$ cat config.mk
export PLATFORM = sky130hd
export DESIGN_NAME = rx_addr_filter
export DESIGN_NICKNAME = d
export VERILOG_FILES = /design/src/rtl/rx_addr_filter.sv
export SDC_FILE = /design/constraint.sdc
export NUM_CORES = 1
export LEC_CHECK = 0
export BUFFER_PORTS_ARGS = -buffer_cell sky130_fd_sc_hd__buf_2
export CAP_MARGIN = 10
export CORE_MARGIN = 10
export CORE_UTILIZATION = 32
export DETAILED_ROUTE_END_ITERATION = 8
export HOLD_SLACK_MARGIN = 0.15
export SETUP_SLACK_MARGIN = 0.2
export SLEW_MARGIN = 20
export SYNTH_ARGS = -nofsm -noshare
export SYNTH_HDL_FRONTEND = slang
export SYNTH_SLANG_ARGS = --single-unit
$ cat constraint.sdc
create_clock -name clk -period 3.15 [get_ports clk]
set_input_delay 0.315 -clock clk [delete_from_list [all_inputs] [get_ports clk]]
set_output_delay 0.315 -clock clk [all_outputs]
set_load 0.02 [all_outputs]
$ cat src/rtl/rx_addr_filter.sv
module rx_addr_filter #(
  parameter int ADDR_BYTES = 6,
  parameter int BYTE_W     = 8
) (
  input  logic              clk,
  input  logic              rst_n,
  input  logic              cfg_we,
  input  logic [2:0]        cfg_addr,
  input  logic [BYTE_W-1:0] cfg_wdata,
  input  logic              rx_valid,
  input  logic              rx_sof,
  input  logic [BYTE_W-1:0] rx_byte,
  output logic              dec_done,
  output logic              dec_accept
);
  localparam int IDX_W = $clog2(ADDR_BYTES + 1);
  localparam logic [IDX_W-1:0] IDLE = IDX_W'(ADDR_BYTES);
  localparam logic [IDX_W-1:0] LAST = IDX_W'(ADDR_BYTES - 1);
  localparam logic [2:0] MODE_OFS = 3'(ADDR_BYTES);

  logic [BYTE_W-1:0] sta_q [ADDR_BYTES];
  logic [1:0]        mode_q;
  logic [IDX_W-1:0]  idx_q, cur_idx;
  logic              phys_q, bc_q, phys_n, bc_n, byte_hit, verdict;
  logic              done_q, accept_q;

  wire first = rx_valid & rx_sof;
  wire live  = rx_valid & ~rx_sof & (idx_q != IDLE);
  wire take  = first | live;
  wire last  = take & (cur_idx == LAST);

  assign cur_idx = first ? '0 : idx_q;
  assign phys_n  = byte_hit & (first | phys_q);
  assign bc_n    = (&rx_byte) & (first | bc_q);

  always_comb begin
    byte_hit = 1'b0;
    for (int i = 0; i < ADDR_BYTES; i++)
      if (cur_idx == IDX_W'(i)) byte_hit = (rx_byte == sta_q[i]);
  end

  always_comb begin
    case (mode_q)
      2'd0:    verdict = 1'b0;
      2'd1:    verdict = phys_n;
      2'd2:    verdict = phys_n | bc_n;
      default: verdict = 1'b1;
    endcase
  end

  always_ff @(posedge clk or negedge rst_n) begin
    if (!rst_n) begin
      for (int i = 0; i < ADDR_BYTES; i++) sta_q[i] <= '0;
      mode_q <= 2'd0;
    end else if (cfg_we) begin
      for (int i = 0; i < ADDR_BYTES; i++)
        if (cfg_addr == 3'(i)) sta_q[i] <= cfg_wdata;
      if (cfg_addr == MODE_OFS) mode_q <= cfg_wdata[1:0];
    end
  end

  always_ff @(posedge clk or negedge rst_n) begin
    if (!rst_n) begin
      idx_q    <= IDLE;
      phys_q   <= 1'b0;
      bc_q     <= 1'b0;
      done_q   <= 1'b0;
      accept_q <= 1'b0;
    end else begin
      if (take) begin
        idx_q  <= last ? IDLE : cur_idx + IDX_W'(1);
        phys_q <= phys_n;
        bc_q   <= bc_n;
      end
      done_q   <= last;
      accept_q <= last & verdict;
    end
  end

  assign dec_done   = done_q;
  assign dec_accept = accept_q;
endmodule


# Word-level counts from Yosys, hierarchy flattened
# Cells that the tools add are included.
[classes] add_sub_neg=1 multipliers=0 div_mod_pow=0 n_lt_le_gt_ge=0 eq_ne=20 n_shift=0 n_mux=9 n_bitwise=12 reduce_logical=11
[ops] operator="8-bit equality test" count=6
[ops] operator="3-bit equality test (second input constant)" count=5
[ops] operator="2-bit AND reduction" count=7
[ops] operator="3-bit by 2-bit equality test with 1-bit output (second input constant)" count=4
[ops] operator="8-bit AND reduction" count=1
[ops] operator="1-bit bitwise AND" count=7
[ops] operator="3-bit by 1-bit equality test with 1-bit output (second input constant)" count=2
[ops] operator="3-bit logical NOT" count=2
[ops] operator="1-bit two-way mux" count=6
[ops] operator="3-bit two-way mux" count=2
[ops] operator="1-bit OR" count=4
[ops] operator="3-bit by 1-bit adder with 3-bit output (second input constant)" count=1
[ops] operator="3-bit != test (second input constant)" count=1
[ops] operator="1-bit case mux with 3 select lines" count=1
[ops] operator="2-bit by 1-bit equality test with 1-bit output (second input constant)" count=1
[ops] operator="2-bit equality test (second input constant)" count=1
[ops] operator="2-bit logical NOT" count=1
[ops] operator="1-bit inverter" count=1
[totals] reg_bits=57 latch_bits=0 ramBits=0 rom_bits=0 input_bits=24 output_inout_bits=2 word_cells=65 memories=0

# Logic depth before layout (Yosys ltp)
[depth] word_depth=13 depth_mapped=10 depth_no_buf=10

# Worst setup path before layout
# OpenSTA, ideal clock, no wires.
[synth_timing] kind="flip-flop to flip-flop" startpoint="register idx_q[2]" endpoint="register accept_q (netlist: dec_accept)" setup_ps=111 arrival_time_ps=2188 required_time_ps=3039 slack_ps=851 stages_incl_launch_ff=9 path_buffers=0 period_less_slack_ps=2299 path_cell_list="dfstp_2 -> a21boi_2 -> inv_1 -> ha_1 -> or3_1 -> o41ai_1 -> or4_1 -> nand3_2 -> a2111oi_2"
[synth_via] elab_chain_cells=12 word_cells_on_any_way=21 cone_classes="eq/ne: 6; mux: 8; bitwise: 6; reduce/logical: 1"
[synth_lines] item="start, declared" line_no="23" text="logic [IDX_W-1:0] idx_q, cur_idx;"
[synth_lines] item="start signal, assigned" line_no="71" text="idx_q <= last ? IDLE : cur_idx + IDX_W'(1);"
[synth_lines] item="3-bit two-way mux" line_no="32" text="assign cur_idx = first ? '0 : idx_q;"
[synth_lines] item="3-bit logical NOT" line_no="39" text="if (cur_idx == IDX_W'(i)) byte_hit = (rx_byte == sta_q[i]);"
[synth_lines] item="1-bit two-way mux (6 in a row)" line_no="39"
[synth_lines] item="1-bit bitwise AND" line_no="33" text="assign phys_n = byte_hit & (first | phys_q);"
[synth_lines] item="1-bit OR" line_no="46" text="2'd2: verdict = phys_n | bc_n;"
[synth_lines] item="1-bit case mux with 3 select lines" line_no="43" text="case (mode_q)"
[synth_lines] item="1-bit bitwise AND (*)" line_no="76" text="accept_q <= last & verdict;"
[synth_lines] item="end signal, assigned" line_no="76"
[synth_lines] item="end, declared" line_no="25" text="logic done_q, accept_q;"
# Every way passes the cells marked *; elsewhere a longest branch is shown, timed or not.
# A chain may end at the register's enable or synchronous reset.

# Worst setup path in the final report
# Ends and elaborated chain as after synthesis.

==> results.sh <==
export IMPL_synth_area_sq_um=2960
export IMPL_syn_area_per_cell_sq_um=12.3
export IMPL_place_congestion=0.843
export IMPL_synth_nets=270
export IMPL_finalSetupViolations=0
export IMPL_syn_instance_count=241
export IMPL_num_rows=35
export IMPL_first_pass_iters=4
export IMPL_hp_class="in -> reg"
export IMPL_min_period_ns=2.58
export IMPL_grt_max_degree=49
export IMPL_h_tree_depth=3
export IMPL_cts_clk_slew_worst_paths_ns=0.06
export IMPL_crit_type="reg -> reg"
export IMPL_hold_violations=0
export IMPL_ys_ff_latch=57
export IMPL_cts_tree="yes"
export IMPL_synthArstFlopShare_pct=100
export IMPL_synthDominantCellAreaShare_pct=46.6
export IMPL_crit_path_end_kind="flop"
export IMPL_post_cts_buffers=0
export IMPL_ys_seq_area_share_pct=48.3
export IMPL_grt_util_met3_pct=3.49
export IMPL_fill_cells=896
export IMPL_slew_viol_final=0
export IMPL_grt_usage_pct=10.9
export IMPL_synth_top_cell_by_area="dfrtp_1"
export IMPL_yosysMostFrequentCell="dfrtp_1"
export IMPL_arrival_ns=2.81
export IMPL_io_pin_count=26
export IMPL_first_global_vias=2072
export IMPL_nets=299
export IMPL_startpoint_type="flop"
export IMPL_met2_usage_pct=17.6
export IMPL_maxCapViolCount=0
export IMPL_synth_area_leaders="dfrtp_1, mux2_2, xnor2_1"
export IMPL_vdd_ir_drop_max_mv=0.180
export IMPL_relSlewSlack_pct=44.1
export IMPL_wire_per_inst_microns=17.7
export IMPL_grt_pass1_wl_mm=11.1
export IMPL_io_buffer_count=25
export IMPL_drc=0
export IMPL_start_util_pct=32.5
export IMPL_routed_wl_mm=6.80
export IMPL_cts_hold_buf=0
export IMPL_cts_resized=0
export IMPL_holdWs_ns=0.271
export IMPL_p_leak_nw=1.39
export IMPL_die_h_microns=116
export IMPL_tns_ns=0
export IMPL_via_per_inst=4.97
export IMPL_outcome="finished, final reports clean"
export IMPL_diodes=0
export IMPL_period_share_pct=81.9
export IMPL_drt_iter0_drc=104
export IMPL_cts_root_buffer="clkbuf_8"
export IMPL_hold_depth=3
export IMPL_tightestPinTransition_ns=0.834
export IMPL_fp_coreArea_sq_um=9110
export IMPL_clockBufferDepth=2
export IMPL_crit_required_ns=3.38
export IMPL_cts_sinks=57
export IMPL_antenna_found_initial=0
export IMPL_clock_latency_ns=0.35
export IMPL_reg2reg_depth=8
export IMPL_vias=1915
export IMPL_ys_warnings_count=0
export IMPL_met1_usage_pct=12.5
export IMPL_finalClockSkew_ns=0.00853
export IMPL_cts_made_buffers=9
export IMPL_area_growth_pct=14.0
export IMPL_rsz0062_at_grt="no"
export IMPL_grt_overflow=0
export IMPL_power_density_nw_per_um2=646
export IMPL_max_freq_mhz=387
export IMPL_die_w_microns=116
export IMPL_die_area_sq_um=13500
export IMPL_drive_above_1_share_pct=36.9
export IMPL_critical_path_max_fanout=6
export IMPL_synth_commonest_cells="dfrtp_1, mux2_2, xnor2_1"
export IMPL_synth_ff_type="dfrtp_1"
export IMPL_hpwl_mm=4.90
export IMPL_ant_nets=0
export IMPL_yosysUniqueCellTypes=34
export IMPL_grt_busiest_layer="met2"
export IMPL_synth_edf_count=0
worst max-delay path, cell delays in order (launching register included):
cell,delay [ns]
dfstp_2,0.54
a21boi_2,0.28
inv_1,0.08
ha_1,0.23
or3_1,0.38
o41ai_1,0.31
or4_1,0.21
nand3_2,0.08
a2111oi_2,0.36
layout by cell type, fill, tap and decap left out, types with 2 or more instances in the layout:
master and n:
a21oi_1 5, a31oi_1 3, buf_2 24, buf_4 3, clkbuf_8 10, clkinv_2 2
clkinvlp_4 3, dfrtp_1 55, dfstp_2 2, ha_1 5, inv_1 5, mux2_2 50
nand2_1 10, nand2b_1 2, nand3_1 4, nand3b_1 2, nand4_1 6, nand4b_1 3
nor2_1 7, nor3_1 2, nor3_2 2, nor3b_2 2, nor4_1 5, o21ai_0 2
xnor2_1 34, xor2_1 14
metal layers:
| metal | vias up | wire length (microns) |
|---|---|---|
| met5 | - | 0 |
| met3 | 20 | 261 |
| met2 | 40 | 3300 |
| li1 | 906 | - |
| met1 | 949 | 3010 |
| met4 | 0 | 234 |
power by group:
group          total (mW)  internal [mW]  switching, mW  leakage (nW)
clock               0.599          0.298          0.301        0.0802
sequential           1.02          0.909          0.111         0.686
combinational       0.560          0.292          0.268         0.623
path summary, 6_finish.rpt:
path	start	end	slack, ns
min in group asynchronous	rst_n	idx_q[0]	0.52
hold reg to reg	idx_q[2]	idx_q[2]	0.51
hold / removal	rx_valid	idx_q[1]	0.27
setup / recovery	idx_q[2]	dec_accept	0.57
setup reg to reg	idx_q[2]	dec_accept	0.57
max in group asynchronous	rst_n	sta_q[30]	2.09
registers in the layout, summed over array words and instances, names as in the netlist:
signal      cells
idx_q           3
bc_q            1
mode_q          2
sta_q          48
dec_done        1
dec_accept      1
phys_q          1
metrics by stage:
| stage | power (mW) | instance area, sq um | utilization (%) | setup slack (ns) | instances |
|---|---|---|---|---|---|
| global route | 2.32 | 3370 | 37.0 | 0.329 | 385 |
| CTS | 2.21 | 3360 | 36.9 | 0.551 | 384 |
| detailed placement | 1.60 | 3190 | 35.0 | 0.514 | 369 |
| finish | 2.18 | 3370 | 37.0 | 0.569 | 385 |
| floorplan | 1.44 | 2960 | - | 0.851 | 241 |
| global placement | 1.58 | 3190 | 35.0 | 0.661 | 369 |
layout make-up:
cell class | instances | area, sq um | area share, %
flip-flops and latches | 57 | 1430 | 42.4
well taps | 111 | 139 | 4.12
inverters | 5 | 18.8 | 0.557
repair buffers | 28 | 153 | 4.53
multi-input cells | 169 | 1460 | 43.4
clock inverters | 5 | 32.5 | 0.965
clock buffers | 10 | 138 | 4.08
cells by family (layout without fill, tap and decap cells):
family / Yosys count / after routing / synth area share [%]
flops: 57 / 57 / 48.3
mux: 50 / 50 / 19.0
simple gates: 50 / 50 / 10.2
xor+xnor: 48 / 48 / 14.2
compound gates: 16 / 16 / 3.89
buf+inv: 15 / 48 / 2.24
fa+ha+maj: 5 / 5 / 2.12
(Power assumes the default switching activity.)
